[src/rtl/msix_pkg.sv]
package msix_pkg;
  localparam logic [15:0] NO_VEC = 16'hFFFF;

  typedef enum logic [1:0] {
    RGN_TBL  = 2'd0,
    RGN_PBA  = 2'd1,
    RGN_SEL  = 2'd2,
    RGN_NONE = 2'd3
  } rgn_e;

  typedef struct packed {
    logic [31:0] lo;
    logic [31:0] hi;
    logic [31:0] data;
    logic        mask;
  } entry_t;
endpackage

[src/rtl/msix_table.sv]
module msix_table
  import msix_pkg::*;
#(
  parameter int NV = 4,
  parameter int IW = 6,
  parameter int VW = 2
) (
  input  logic          clk,
  input  logic          rst_n,
  input  logic          wr,
  input  logic [IW-1:0] idx,
  input  logic [1:0]    dw,
  input  logic [31:0]   wdata,
  output logic [31:0]   rdata,
  output logic [NV-1:0] mask,
  input  logic [VW-1:0] lk_idx,
  output logic [63:0]   lk_addr,
  output logic [31:0]   lk_data
);
  entry_t tbl [NV];

  for (genvar i = 0; i < NV; i++) begin : g_ent
    always_ff @(posedge clk) begin
      if (!rst_n) begin
        tbl[i] <= '{lo: '0, hi: '0, data: '0, mask: 1'b1};
      end else if (wr && idx == IW'(i)) begin
        case (dw)
          2'd0: tbl[i].lo   <= wdata;
          2'd1: tbl[i].hi   <= wdata;
          2'd2: tbl[i].data <= wdata;
          default: tbl[i].mask <= wdata[0];
        endcase
      end
    end
    assign mask[i] = tbl[i].mask;
  end

  always_comb begin
    rdata = '0;
    for (int i = 0; i < NV; i++) begin
      if (idx == IW'(i)) begin
        case (dw)
          2'd0: rdata = tbl[i].lo;
          2'd1: rdata = tbl[i].hi;
          2'd2: rdata = tbl[i].data;
          default: rdata = {31'd0, tbl[i].mask};
        endcase
      end
    end
  end

  always_comb begin
    lk_addr = '0;
    lk_data = '0;
    for (int i = 0; i < NV; i++) begin
      if (lk_idx == VW'(i)) begin
        lk_addr = {tbl[i].hi, tbl[i].lo};
        lk_data = tbl[i].data;
      end
    end
  end
endmodule

[src/rtl/msix_sel.sv]
module msix_sel
  import msix_pkg::*;
#(
  parameter int NV = 4,
  parameter int NQ = 2,
  parameter int SW = 8
) (
  input  logic                  clk,
  input  logic                  rst_n,
  input  logic                  wr,
  input  logic [SW-1:0]         sidx,
  input  logic [31:0]           wdata,
  output logic [31:0]           rdata,
  input  logic                  cfg_evt,
  input  logic [NQ-1:0]         q_evt,
  output logic [NV-1:0]         req,
  output logic [16*(NQ+1)-1:0]  sel_flat
);
  localparam int NS = NQ + 1;

  logic [15:0] sel [NS];
  logic [NS-1:0] fire;
  logic [15:0] wval;

  assign fire = {q_evt, cfg_evt};
  assign wval = (wdata[15:0] < 16'(NV)) ? wdata[15:0] : NO_VEC;

  for (genvar s = 0; s < NS; s++) begin : g_sel
    always_ff @(posedge clk) begin
      if (!rst_n)                         sel[s] <= NO_VEC;
      else if (wr && sidx == SW'(s))      sel[s] <= wval;
    end
    assign sel_flat[16*s +: 16] = sel[s];
  end

  always_comb begin
    rdata = '0;
    for (int s = 0; s < NS; s++)
      if (sidx == SW'(s)) rdata = {16'd0, sel[s]};
  end

  always_comb begin
    req = '0;
    for (int s = 0; s < NS; s++)
      for (int v = 0; v < NV; v++)
        if (fire[s] && sel[s] == 16'(v)) req[v] = 1'b1;
  end
endmodule

[src/rtl/msix_arb.sv]
module msix_arb #(
  parameter int NV = 4,
  parameter int VW = 2
) (
  input  logic          clk,
  input  logic          rst_n,
  input  logic [NV-1:0] req,
  input  logic [NV-1:0] deliv,
  output logic [NV-1:0] pend,
  output logic [NV-1:0] gnt,
  output logic [VW-1:0] gidx,
  input  logic [63:0]   lk_addr,
  input  logic [31:0]   lk_data,
  output logic          msg_valid,
  input  logic          msg_ready,
  output logic [63:0]   msg_addr,
  output logic [31:0]   msg_data
);
  logic [NV-1:0] cand;
  logic          launch;

  assign cand = pend & deliv;

  always_comb begin
    gnt  = '0;
    gidx = '0;
    for (int v = NV - 1; v >= 0; v--) begin
      if (cand[v]) begin
        gnt     = '0;
        gnt[v]  = 1'b1;
        gidx    = VW'(v);
      end
    end
  end

  assign launch = (!msg_valid || msg_ready) && (|cand);

  always_ff @(posedge clk) begin
    if (!rst_n) begin
      pend      <= '0;
      msg_valid <= 1'b0;
      msg_addr  <= '0;
      msg_data  <= '0;
    end else begin
      pend      <= (pend & ~(launch ? gnt : '0)) | req;
      msg_valid <= launch | (msg_valid & ~msg_ready);
      if (launch) begin
        msg_addr <= lk_addr;
        msg_data <= lk_data;
      end
    end
  end
endmodule

[src/rtl/msix_vec_unit.sv]
module msix_vec_unit
  import msix_pkg::*;
#(
  parameter int NV = 4,
  parameter int NQ = 2,
  parameter int AW = 12
) (
  input  logic          clk,
  input  logic          rst_n,
  input  logic [AW-1:0] reg_addr,
  input  logic          reg_wr,
  input  logic [31:0]   reg_wdata,
  output logic [31:0]   reg_rdata,
  input  logic          ctl_enable,
  input  logic          ctl_fmask,
  input  logic          cfg_evt,
  input  logic [NQ-1:0] q_evt,
  output logic          msg_valid,
  input  logic          msg_ready,
  output logic [63:0]   msg_addr,
  output logic [31:0]   msg_data
);
  localparam int VW = (NV > 1) ? $clog2(NV) : 1;
  localparam int IW = AW - 6;
  localparam int SW = AW - 4;

  rgn_e        rgn;
  logic [31:0] tbl_rd, sel_rd;
  logic [NV-1:0] mask, deliv, req, pend, gnt, pba;
  logic [VW-1:0] gidx;
  logic [63:0] lk_addr;
  logic [31:0] lk_data;
  logic [16*(NQ+1)-1:0] sel_flat;

  assign rgn = rgn_e'(reg_addr[AW-1 -: 2]);

  assign deliv = {NV{ctl_enable & ~ctl_fmask}} & ~mask;
  assign pba   = pend & ~deliv;

  msix_table #(.NV(NV), .IW(IW), .VW(VW)) u_tbl (
    .clk(clk), .rst_n(rst_n),
    .wr(reg_wr && rgn == RGN_TBL),
    .idx(reg_addr[AW-3:4]), .dw(reg_addr[3:2]), .wdata(reg_wdata),
    .rdata(tbl_rd), .mask(mask),
    .lk_idx(gidx), .lk_addr(lk_addr), .lk_data(lk_data)
  );

  msix_sel #(.NV(NV), .NQ(NQ), .SW(SW)) u_sel (
    .clk(clk), .rst_n(rst_n),
    .wr(reg_wr && rgn == RGN_SEL),
    .sidx(reg_addr[AW-3:2]), .wdata(reg_wdata), .rdata(sel_rd),
    .cfg_evt(cfg_evt), .q_evt(q_evt), .req(req), .sel_flat(sel_flat)
  );

  msix_arb #(.NV(NV), .VW(VW)) u_arb (
    .clk(clk), .rst_n(rst_n),
    .req(req), .deliv(deliv), .pend(pend), .gnt(gnt), .gidx(gidx),
    .lk_addr(lk_addr), .lk_data(lk_data),
    .msg_valid(msg_valid), .msg_ready(msg_ready),
    .msg_addr(msg_addr), .msg_data(msg_data)
  );

  always_comb begin
    case (rgn)
      RGN_TBL: reg_rdata = tbl_rd;
      RGN_PBA: reg_rdata = (reg_addr[AW-3:2] == '0) ? 32'(pba) : 32'd0;
      RGN_SEL: reg_rdata = sel_rd;
      default: reg_rdata = '0;
    endcase
  end
endmodule

[config.mk]
export PLATFORM = sky130hd
export DESIGN_NAME = msix_vec_unit
export DESIGN_NICKNAME = d
export VERILOG_FILES = /design/src/rtl/msix_pkg.sv /design/src/rtl/msix_table.sv /design/src/rtl/msix_sel.sv /design/src/rtl/msix_arb.sv /design/src/rtl/msix_vec_unit.sv
export SDC_FILE = /design/constraint.sdc
export NUM_CORES = 1
export LEC_CHECK = 0
export BUFFER_PORTS_ARGS = -buffer_cell sky130_fd_sc_hd__buf_2
export CORE_MARGIN = 5
export CORE_UTILIZATION = 40
export CTS_CLUSTER_DIAMETER = 120
export DETAILED_ROUTE_END_ITERATION = 10
export SLEW_MARGIN = 40
export SYNTH_ARGS = -nofsm -noshare
export SYNTH_HDL_FRONTEND = slang
export SYNTH_SLANG_ARGS = --single-unit
[constraint.sdc]
create_clock -name clk -period 6 [get_ports clk]
set_input_delay 1.2 -clock clk [delete_from_list [all_inputs] [get_ports clk]]
set_output_delay 1.2 -clock clk [all_outputs]
set_load 0.02 [all_outputs]
---- After elaboration in Yosys (flattened, before gate mapping) ----
Memories as Yosys holds them, arrays and structs flattened.
Index checks and enable logic that the tools add are counted.
word-level totals
  bits of input ports ..................... 53
  output and inout port bits .............. 129
  word-level logic and storage cells ...... 218
  memories ................................ 2
  memory bits (writable) .................. 436
  register bits after elaboration ......... 101
memory list
  name       words  width  rd ports  clocked after memory_dff  wr ports  RTL line          RTL
  u_tbl.tbl  4      97     4         0                         4         msix_table.sv:20  entry_t tbl [NV];
  u_sel.sel  3      16     3         0                         3         msix_sel.sv:21    logic [15:0] sel [NS];
cells by class
  muxes and demuxes ....................... 124
  bitwise operators ....................... 32
  equal/unequal tests ..................... 21
  magnitude comparators ................... 1
  reductions and logical operators ........ 34
operators by type and width
  operator                                                                        number
  32-bit two-way mux                                                              20
  32-bit case mux with 3 select lines                                             5
  64-bit two-way mux                                                              4
  16-bit two-way mux                                                              7
  16-bit by 2-bit equality test with 1-bit output (second input constant)         6
  1-bit two-way mux                                                               78
  16-bit by 1-bit equality test with 1-bit output (second input constant)         3
  16-bit zero test                                                                3
  4-bit two-way mux                                                               6
  1-bit logical AND                                                               22
  1-bit OR                                                                        20
  4-bit AND                                                                       4
  16-bit by 3-bit less-than comparator with 1-bit output (second input constant)  1
  6-bit by 2-bit equality test with 1-bit output (second input constant)          2
  4-bit inverter                                                                  3
  2-bit equality test (second input constant)                                     4
  8-bit by 1-bit equality test with 1-bit output (second input constant)          1
  8-bit by 2-bit equality test with 1-bit output (second input constant)          1
  8-bit zero test                                                                 1
  2-bit two-way mux                                                               4
  2-bit by 1-bit equality test with 1-bit output (second input constant)          3
  6-bit by 1-bit equality test with 1-bit output (second input constant)          1
  2-bit zero test                                                                 3
  6-bit zero test                                                                 1
  other kinds (7)                                                                 9

---- Longest topological paths before layout ----
Gate-level depths: netlist of run 1.
  word-level depth ........................ 13
  depth in mapped cells ................... 9
  depth with buffers taken out ............ 5

---- Modules after synthesis ----
A second synthesis of run 1 with hierarchy kept.
second synthesis, totals
  cell total of the unflattened synthesis .. 2257
  area total of the unflattened synthesis .. 27716.6 sq um
modules (own cells, without submodules)
  module         area each (sq um)  times used  cells an instance
  msix_table     20353.3            1           1465
  msix_arb       4047.6             1           451
  msix_sel       2691.3             1           253
  msix_vec_unit  624.3              1           88

---- Worst setup path after synthesis of run 1 ----
Ideal clock, no wire load.
  path type ............................... in2reg
  start point ............................. input reg_addr[2]
  end point ............................... memory u_tbl.tbl[1][33] (netlist name) (enable)
  stages on the path ...................... 7
  setup time .............................. 0.466 ns
  arrival ................................. 4.555 ns
  slack ................................... 0.979 ns
  cell sequence ........................... buf_2 nor2b_1 buf_2 buf_2 buf_1 nand2_1 o21ai_0
RTL lines
  element      RTL line             RTL
  from (decl)  msix_vec_unit.sv:10  input logic [AW-1:0] reg_addr,
  to (decl)    msix_table.sv:20

---- Worst setup path in the final report of run 1 ----
  start point ............................. input reg_addr[4]
  end point ............................... output reg_rdata[14]
on the way
  cells in the longest elaborated chain, start to end .. 6
RTL lines
  element                                RTL line             RTL
  6-bit zero test                        msix_table.sv:41     if (idx == IW'(i)) begin
  32-bit two-way mux (4 in a row)        msix_table.sv:41
  32-bit case mux with 3 select lines *  msix_vec_unit.sv:64  case (rgn)
  to (decl)                              msix_vec_unit.sv:13  output logic [31:0] reg_rdata,
Mark *: on every way between the ends. The rest lies on a longest branch, timed or not.

==> summary.md, run 1 <==
| Metric | Value |
|---|---|
| Fin crit share | `0.828` |
| I/O pins | `182` |
| Seq cells post-synth | `537` |
| Critical path's largest stage delay | `~0.70 ns` |
| CP required | `between 4 and 5 ns` |
| Post-Syn Area per Cell | `11.3 µm²` |
| Share of cells above drive strength 1 | `0.180` |
| Post-synth EDFFs | `436` |
| # hold bufs at CTS | `0` |
| Clk slew on worst S/H paths | `approximately 0.060 ns` |
| Clock Latency Late Sink | `approximately 0.63 ns` |
| DRC violations left | `0` |
| Worst Path Buf+Inv | `3` |
| Area delta synth->final | `14.8%` |
| Detailed Route WL | `slightly below 100000 µm` |
| Vias per inst | `6.27` |
| Register area share after synthesis | `0.559` |
| Largest net degree at the start of global routing | `97` |
| R2R Setup Slk | `2.55 ns` |
| Leak | `11.1 nW` |
| Worst slew pin tran | `0.877 ns` |
| CP max stage cell | `nand2b_1` |
| Die extent in y | `roughly 270 µm` |
| Total Routing Usage GR | `0.252` |
| Root buf cell | `clkbuf_16` |
| Fmax | `201 MHz` |
| Hold slack | `0.567 ns` |
| Worst VDD drop | `0.000209 V` |
| Die Wd | `270 µm` |
| R2R Path Start | `u_tbl.tbl[2][0]` |
| Die area | `72900 µm²` |
| DR WL/cell | `28.7 µm` |
| Placer's final routability congestion estimate | `0.884` |
| Final setup vio count | `0` |
| Post-DP HPWL | `59700 µm` |
| I/O Buffers | `179` |
| Syn. warnings | `0` |
| Hold Path Class | `register to register` |
| Initial antenna violation count | `6` |
| PwrDens | `275 nW/µm²` |
| First drt pass iteration count | `6` |
| Commonest non-fill, non-tap cell in the layout | `edfxtp_1` |
| WP data arrival | `3.77 ns` |
| Status | `completed` |
| Worst setup path endpoint | `reg_rdata[14]` |
| FILL cells | `approximately 6000` |
| CTS Buf Count | `58` |
| Minimum clock period | `4.97 ns` |
| # rows | `95` |
| Detailed Route Iter0 Violations | `2770` |
| Gates resized, CTS repair | `0` |
| Post-synthesis cell count | `about 2400` |
| Reg2reg path depth | `6` |
| Core area | `67000 µm²` |
| CTS HTree Levels | `2` |
| Multi-input gate area | `11000 µm²` |
| Vias | `21100` |
| CP Max Fanout | `23` |
| Post-synth ARST share | `0` |
| Unrepaired setup endpoints after global routing | `false` |
| First-pass GRT wire length | `139000 µm` |
| Initial Util | `0.403` |
| Relative slew slack | `0.413` |
| Syn Std Cell Area | `27000 µm²` |
| Most frequent cells in the layout | `436 x edfxtp_1, 390 x and2_1, 180 x a21oi_1` |
| Max clock buf depth | `3` |
| Number of max-cap violations | `0` |
| Final hold violations | `0` |
| CP Cell Sequence | `buf_2, nand2b_1, buf_4, o22ai_1, o21ai_0, o21ai_0, o22ai_1, buf_2` |
| Nets | `2497` |
| Max-slew violation count | `0` |
| CP endpoint kind | `primary output` |
| Worst setup SP type | `input port` |
| Syn_nets | `2438` |
| CP startpoint | `reg_addr[4]` |
| ANT nets after route | `0` |
| Unique masters post-synth | `62` |
| Kind of critical path | `input port to primary output` |
| Vias in the first global route | `between 20000 and 25000` |
| Hold Crit Start | `u_arb.msg_addr[16]` |
| Crit path max-delay family | `buffers and inverters` |
| RR Endpoint | `u_arb.msg_data[27]` |
| Clock sink count | `537` |
| Main synth FF type | `edfxtp_1` |
| Grt total ovfl | `0` |
| Clk_skew | `0.0249 ns` |
| CTS tree | `built` |
| Flip-flop and latch area | `15100 µm²` |
| Instance count on the critical path | `8` |
| Setup bufs post-CTS | `0` |
| Final TNS setup | `0 ns` |
[worst min-delay path, stage by stage, from the launching register on]
cell and delay [ns]:
dfxtp_1 0.32, a22o_1 0.12, o21a_1 0.10
[cells by family after synthesis]
| kind of cell | Yosys count | share of synthesized area |
|---|---|---|
| DFF | 537 | 0.559 |
| buffers and inverters | 266 | 0.0424 |
| muxes | 132 | 0.0509 |
| and+or+nand+nor | 751 | 0.160 |
| AOI/OAI and AO/OA | 699 | 0.188 |
[cell usage after synthesis, types with 14 or more instances]
library cell | count | share of area
nand3_1 | 17 | 0.0031
o21ai_0 | 111 | 0.021
a21oi_1 | 180 | 0.033
buf_2 | 67 | 0.012
a221oi_2 | 40 | 0.022
nor3_1 | 114 | 0.021
nand4_1 | 51 | 0.012
edfxtp_1 | 436 | 0.48
nand2_1 | 57 | 0.0079
a211oi_1 | 14 | 0.0039
o211ai_1 | 19 | 0.0053
a221oi_1 | 69 | 0.022
a22o_1 | 96 | 0.031
o22ai_1 | 27 | 0.0063
mux2i_1 | 124 | 0.046
o21a_1 | 99 | 0.028
clkbuf_1 | 172 | 0.024
nor2b_1 | 14 | 0.0032
and2_1 | 390 | 0.090
nor2_1 | 58 | 0.0081
dfxtp_1 | 101 | 0.075
[worst min-delay path by stage]
stage	endpoint	slack, ns	cells past startpoint
4_1_cts	u_arb.msg_addr[16]	0.57	2
3_5_place_dp	u_arb.msg_addr[2]	0.55	2
5_1_grt	u_arb.msg_addr[44]	0.61	2
6_report	u_arb.msg_addr[16]	0.57	2
2_1_floorplan	u_arb.pend[1]	0.53	2
3_3_place_gp	u_arb.msg_data[19]	0.55	2
[through the flow]
step / setup WS, ns / instance area, µm² / utilization / total power [mW] / std cells
6_report: 1.03 / 31000 / 0.463 / 8.51 / 3370
5_1_grt: 0.894 / 31000 / 0.462 / 8.73 / 3369
4_1_cts: 1.12 / 31000 / 0.462 / 8.54 / 3366
3_5_place_dp: 1.13 / 29000 / 0.433 / 4.90 / 3256
3_3_place_gp: 1.09 / 28800 / 0.430 / 4.88 / 3247
2_1_floorplan: 0.979 / 27000 / - / 4.65 / 2385
[per-layer routing]
metal / vias to the layer above / global-route usage / part of all wire
li1: 9123 / - / -
met1: 10500 / 0.341 / 0.40
met2: 1207 / 0.396 / 0.46
met3: 256 / 0.0589 / 0.10
met4: 4 / 0.0993 / 0.042
met5: - / 0 / 0.00031
[area by class of cell]
cell class	count	share of cell area
Sequential cell	537	0.487
Multi-Input combinational cell	1582	0.355
Timing Repair Buffer	260	0.0580
Clock buffer	90	0.0574
Tap cell	873	0.0352
Clock inverter	20	0.00585
Inverter	5	0.000605
Antenna cell	3	0.000242
[registers in the layout, summed over array words and instances, names as in the netlist]
signal           flops
u_arb.msg_valid      1
u_sel.sel           48
u_arb.msg_data      32
u_arb.msg_addr      64
u_arb.pend           4
u_tbl.tbl          388
[power by group]
part           switching (mW)  total, mW  internal, mW
Combinational           0.392      0.566         0.175
Sequential             0.0969       4.27          4.17
Clock                    1.55       3.68          2.13
Note: power is estimated with default switching activity, not from simulation.
==> run 2: changes to the inputs <==
==> constraint.sdc (replaced) <==
create_clock -name clk -period 4.32 [get_ports clk]
set_input_delay 0.864 -clock clk [delete_from_list [all_inputs] [get_ports clk]]
set_output_delay 0.864 -clock clk [all_outputs]
set_load 0.02 [all_outputs]
==> run 2 against run 1 <==
- power increased by 38%
- worst hold slack is essentially flat
- clock skew fell by 0.0016 ns
- first-iteration DRC count decreased by 6.2%
- critical path depth shrank 2
- global-route usage barely moved
- sequential share of layout area fell by 0.094 points
- die area did not move
- final cell count grew 0.77%
- wire length shrank 0.16%
- count of clock-buffer cells in the layout shrank 15
- largest cell class unchanged
==> summary.md, run 2 (synthesized netlist as in run 1, its figures left out) <==
| Metric | Value |
|---|---|
| CTS HTree Levels | `2` |
| Fmax | `about 250 MHz` |
| First drt pass iteration count | `7` |
| Die extent in y | `270 µm` |
| # rows | `95` |
| First-pass GRT wire length | `140000 µm` |
| Largest net degree at the start of global routing | `97` |
| Hold Crit Start | `u_arb.msg_addr[7]` |
| Fin crit share | `0.925` |
| Worst setup SP type | `input port` |
| Status | `completed` |
| Die Wd | `270 µm` |
| CP max stage cell | `or4_1` |
| Relative slew slack | `0.393` |
| Grt total ovfl | `0` |
| Most frequent cells in the layout | `436 x edfxtp_1, 390 x and2_1, 180 x a21oi_1` |
| Number of max-cap violations | `0` |
| Gates resized, CTS repair | `0` |
| Worst slew pin tran | `0.911 ns` |
| Hold Path Class | `register to register` |
| Root buf cell | `clkbuf_16` |
| Commonest non-fill, non-tap cell in the layout | `edfxtp_1` |
| Worst VDD drop | `0.000316 V` |
| Biggest regs | `u_tbl.tbl (388), u_arb.msg_addr (64), u_sel.sel (48)` |
| Unrepaired setup endpoints after global routing | `false` |
| Kind of critical path | `input port to primary output` |
| CP most frequent cell | `buf_2` |
| Minimum clock period | `4.00 ns` |
| # hold bufs at CTS | `0` |
| Final Non-Filler Cells | `about 3400` |
| Initial Util | `0.403` |
| Hold path depth | `2` |
| Vias in the first global route | `around 21000` |
| CP Cell Sequence | `buf_2, or4_1, nor2_4, nand2_1, o22ai_1, buf_2` |
| CP required | `~3.5 ns` |
| I/O pins | `between 150 and 200` |
| DR WL/cell | `28.4 µm` |
| R2R Setup Slk | `1.63 ns` |
| Clk slew on worst S/H paths | `0.06 ns` |
| Initial antenna violation count | `5` |
| Detailed Route WL | `96500 µm` |
| Share of cells above drive strength 1 | `0.189` |
| Vias | `21100` |
| Clock sink count | `537` |
| Cells after DPL | `3290` |
| Final setup vio count | `0` |
| Core Util, Final | `0.463` |
| PwrDens | `377 nW/µm²` |
| ANT nets after route | `0` |
| Total power draw | `about 12 mW` |
| Setup bufs post-CTS | `0` |
| Core area | `67000 µm²` |
| I/O Buffers | `between 150 and 200` |
| Max clock buf depth | `3` |
| Vias per inst | `approximately 6.2` |
| Nets | `2528` |
| RR Endpoint | `u_arb.msg_addr[5]` |
| Clk_skew | `0.0233 ns` |
| Final setup margin | `roughly 0.32 ns` |
| Placer's final routability congestion estimate | `0.873` |
| Worst slack, placed | `between 0.4 and 0.5 ns` |
| Worst Hold Endpoint | `u_arb.msg_addr[7]` |
| Reg2reg path depth | `6` |
| Critical path's largest stage delay | `0.68 ns` |
| Post-DP HPWL | `60100 µm` |
| CP endpoint kind | `primary output` |
| FILL cells | `6125` |
| CTS tree | `built` |
| Hold slack | `0.567 ns` |
| Die area | `72900 µm²` |
| Max FFs per register | `388` |
| Leak | `11.2 nW` |
| Detailed Route Iter0 Violations | `about 2600` |
| Crit path max-delay family | `simple AND/OR/NAND/NOR gates` |
| CP Max Fanout | `11` |
| DRC violations left | `0` |
| Area delta synth->final | `15.0%` |
| WP data arrival | `roughly 3.1 ns` |
| Max-slew violation count | `0` |
| Total Routing Usage GR | `0.253` |
| Clock Latency Late Sink | `0.63 ns` |
| CTS Buf Count | `56` |
| Most flops, register | `u_tbl.tbl` |
| R2R Path Start | `u_tbl.tbl[2][0]` |
| Worst Path Buf+Inv | `2` |
| Final hold violations | `0` |
| CP startpoint | `reg_addr[9]` |
[run 2: cell count changes in the layout (fill, tap and decap cells not counted), moves of 3 or more]
cell        previous run  this run
buf_16                 3         0
clkbuf_16             64        57
clkinv_2               8        12
clkbuf_1              18         9
clkinv_1               2         7
clkinv_8               0         3
bufinv_16              2         5
buf_8                  5         1
buf_4                 59        97
clkinvlp_4             6         1
nor2_2                 7        12
nor2_4                 7         1
[run 2: how the worst max path moves through the flow]
stage | to | slack [ns] | depth (start not counted)
2_1_floorplan | u_tbl.tbl[1][33] | -0.36 | 7
3_3_place_gp | reg_rdata[21] | 0.42 | 7
3_5_place_dp | reg_rdata[13] | 0.41 | 6
4_1_cts | reg_rdata[13] | 0.41 | 6
5_1_grt | reg_rdata[14] | 0.28 | 6
6_report | reg_rdata[13] | 0.32 | 6
[run 2: power breakdown]
| group | switching [mW] | internal [mW] | total (mW) |
|---|---|---|---|
| Combinational | 0.549 | 0.256 | 0.806 |
| Sequential | 0.136 | 5.79 | 5.93 |
| Clock | 2.10 | 2.87 | 4.97 |
[run 2: layout make-up]
type,instances,area (µm²),share of cell area
Antenna cell,2,5.00,0.000161
Tap cell,873,1090,0.0352
Sequential cell,537,15100,0.487
Clock buffer,75,1580,0.0510
Inverter,5,18.8,0.000604
Multi-Input combinational cell,1582,11000,0.353
Clock inverter,29,302,0.00971
Timing Repair Buffer,293,1970,0.0635
[run 2: stage by stage]
step / area (µm²) / setup TNS [ns]
after floorplan: 27000 / -73.77
after global placement: 29200 / 0
after detailed placement: 29200 / 0
after CTS: 31100 / 0
after global routing: 31100 / 0
final: 31100 / 0
[run 2: routing by layer]
layer	vias up	routed length (µm)	GRT usage
met3	226	9780	0.0527
li1	9187	-	-
met2	1270	44800	0.405
met1	10400	38300	0.341
met4	0	3600	0.0894
met5	-	0	0
[run 2: tightest hold or removal path, cell delays in order, from the launching register on]
cell and delay [ns]:
dfxtp_1 0.32, a22o_1 0.13, o21a_1 0.09
==> run 3: changes to the inputs <==
--- a/config.mk
+++ b/config.mk
@@ -5,7 +5,8 @@
 export SDC_FILE = /design/constraint.sdc
 export NUM_CORES = 1
 export LEC_CHECK = 0
-export BUFFER_PORTS_ARGS = -buffer_cell sky130_fd_sc_hd__buf_2
+export BUFFER_PORTS_ARGS = -buffer_cell sky130_fd_sc_hd__buf_4
+export CORE_ASPECT_RATIO = 0.5
 export CORE_MARGIN = 5
 export CORE_UTILIZATION = 40
 export CTS_CLUSTER_DIAMETER = 120
==> run 3 against run 2 <==
- core utilization grew 0.64 points
- critical path depth grew 1
- global-route usage shrank 0.37 points
- largest cell class unchanged
==> summary.md, run 3 (synthesized netlist as in run 1, its figures left out) <==
| Metric | Value |
|---|---|
| Largest net degree at the start of global routing | `98` |
| Final setup vio count | `0` |
| Switching fraction of total power | `0.242` |
| ANT nets after route | `0` |
| Crit path max-delay family | `simple AND/OR/NAND/NOR gates` |
| Post-DP HPWL | `roughly 59000 µm` |
| CP endpoint kind | `primary output` |
| Commonest non-fill, non-tap cell in the layout | `edfxtp_1` |
| R2R Path Start | `u_tbl.tbl[2][0]` |
| Worst Path Buf+Inv | `3` |
| CTS tree | `built` |
| CP Cell Sequence | `buf_4, or4_1, nor3_1, buf_4, o311ai_0, a211oi_1, buf_4` |
| Total power draw | `11.4 mW` |
| First drt pass iteration count | `7` |
| Core Util, Final | `0.470` |
| Die extent in y | `approximately 190 µm` |
| Worst slack, placed | `0.523 ns` |
| I/O Buffers | `179` |
| Detailed Route WL | `93800 µm` |
| Share of cells above drive strength 1 | `0.187` |
| Total Routing Usage GR | `0.249` |
| Core area | `66900 µm²` |
| Int Power | `8.62 mW` |
| CP max stage cell | `or4_1` |
| First-pass GRT wire length | `about 140000 µm` |
| Cells after DPL | `between 3000 and 4000` |
| Area delta synth->final | `16.3%` |
| # rows | `67` |
| CP startpoint | `reg_addr[9]` |
| CP Max Fanout | `4` |
| Hold slack | `0.573 ns` |
| Vias per inst | `6.15` |
| Nets | `about 2500` |
| Max clock buf depth | `3` |
| Grt total ovfl | `0` |
| Instance count on the critical path | `7` |
| R2R Setup Slk | `1.26 ns` |
| PwrDens | `362 nW/µm²` |
| Vias in the first global route | `slightly above 20000` |
| Clock power share | `0.406` |
| CTS Buf Count | `52` |
| Status | `completed` |
| Worst setup path endpoint | `reg_rdata[21]` |
| Clk_skew | `0.0235 ns` |
| Clk slew on worst S/H paths | `around 0.060 ns` |
| CP required | `approximately 3.5 ns` |
| Combinational share of power | `0.073` |
| Detailed Route Iter0 Violations | `2712` |
| Worst setup SP type | `input port` |
| Vias | `roughly 21000` |
| Root buf cell | `clkbuf_16` |
| Hold Path Class | `register to register` |
| Unrepaired setup endpoints after global routing | `false` |
| Fin crit share | `0.876` |
| Final setup margin | `0.534 ns` |
| P_sw | `2.75 mW` |
| Clock Latency Late Sink | `0.62 ns` |
| DR WL/cell | `about 27 µm` |
| Relative slew slack | `0.396` |
| Final hold violations | `0` |
| Final Cell Area | `31400 µm²` |
| Gates resized, CTS repair | `0` |
| Die Wd | `378 µm` |
| Clock sink count | `537` |
| Max-slew violation count | `0` |
| # hold bufs at CTS | `0` |
| Max FFs per register | `388` |
| Reg power frac | `0.521` |
| CTS HTree Levels | `2` |
| Setup bufs post-CTS | `0` |
| Worst slew pin tran | `~0.91 ns` |
| Fmax | `264 MHz` |
| Leak | `11.2 nW` |
| Die area | `73200 µm²` |
| Reg2reg path depth | `6` |
| Most flops, register | `u_tbl.tbl` |
| WP data arrival | `2.92 ns` |
| Final Non-Filler Cells | `3415` |
| Biggest regs | `u_tbl.tbl (388), u_arb.msg_addr (64), u_sel.sel (48)` |
| Worst VDD drop | `0.000278 V` |
| Most frequent cells in the layout | `436 x edfxtp_1, 390 x and2_1, 267 x buf_4` |
| Number of max-cap violations | `0` |
| Initial antenna violation count | `3` |
| Placer's final routability congestion estimate | `approximately 0.86` |
| Critical path's largest stage delay | `0.63 ns` |
| Initial Util | `0.404` |
| Final TNS setup | `0 ns` |
| RR Endpoint | `u_arb.msg_addr[21]` |
| Minimum clock period | `3.79 ns` |
| Placed inst area | `29700 µm²` |
| DRC violations left | `0` |
| CP most frequent cell | `buf_4` |
| Kind of critical path | `input port to primary output` |
| I/O pins | `182` |
| Hold path depth | `2` |
-- run 3: cell count changes in the layout (fill, tap and decap cells not counted), moves of 3 or more --
cell / before / now
buf_12: 15 / 22
buf_2: 176 / 0
buf_4: 97 / 267
clkbuf_16: 57 / 53
clkinv_2: 12 / 15
clkinv_8: 3 / 0
-- run 3: layout make-up --
| type | count | area (µm²) |
|---|---|---|
| Sequential cell | 537 | 15100 |
| Multi-Input combinational cell | 1582 | 11000 |
| Fill cell | 6034 | 35500 |
| Clock buffer | 71 | 1460 |
| Inverter | 5 | 18.8 |
| Antenna cell | 3 | 7.51 |
| Tap cell | 897 | 1120 |
| Timing Repair Buffer | 293 | 2510 |
| Clock inverter | 27 | 213 |
-- run 3: routing by layer --
metal  global-route usage  vias to the layer above  share of wire
li1                     -                     9171              -
met1                0.346                    10600           0.42
met2                0.398                     1059           0.46
met4               0.0756                        0          0.029
met3               0.0451                      184          0.085
met5                    0                        -              0
-- run 3: worst reg2reg max path: stages (launching register included) --
cell,delay (ns)
edfxtp_1,0.47
and4bb_4,0.72
and3_4,0.65
buf_12,0.35
a221oi_2,0.06
nor3_1,0.55
o21a_1,0.21
-- run 3: how the worst min path moves through the flow --
stage | start | endpoint | slack, ns
after CTS | u_arb.msg_addr[24] | u_arb.msg_addr[24] | 0.58
after global placement | u_arb.msg_addr[24] | u_arb.msg_addr[24] | 0.56
after detailed placement | u_arb.msg_addr[24] | u_arb.msg_addr[24] | 0.56
final | u_arb.msg_addr[10] | u_arb.msg_addr[10] | 0.57
after floorplan | u_arb.pend[1] | u_arb.pend[1] | 0.53
after global routing | u_arb.msg_addr[10] | u_arb.msg_addr[10] | 0.59
-- run 3: power by group through the flow --
stage	Clock (mW)	Combinational, mW	Sequential (mW)
detailed placement	0	0.811	6.03
floorplan	0	0.451	6.00
CTS	4.66	0.814	5.92
global route	4.88	0.868	5.94
global placement	0	0.805	6.02
finish	4.62	0.827	5.93
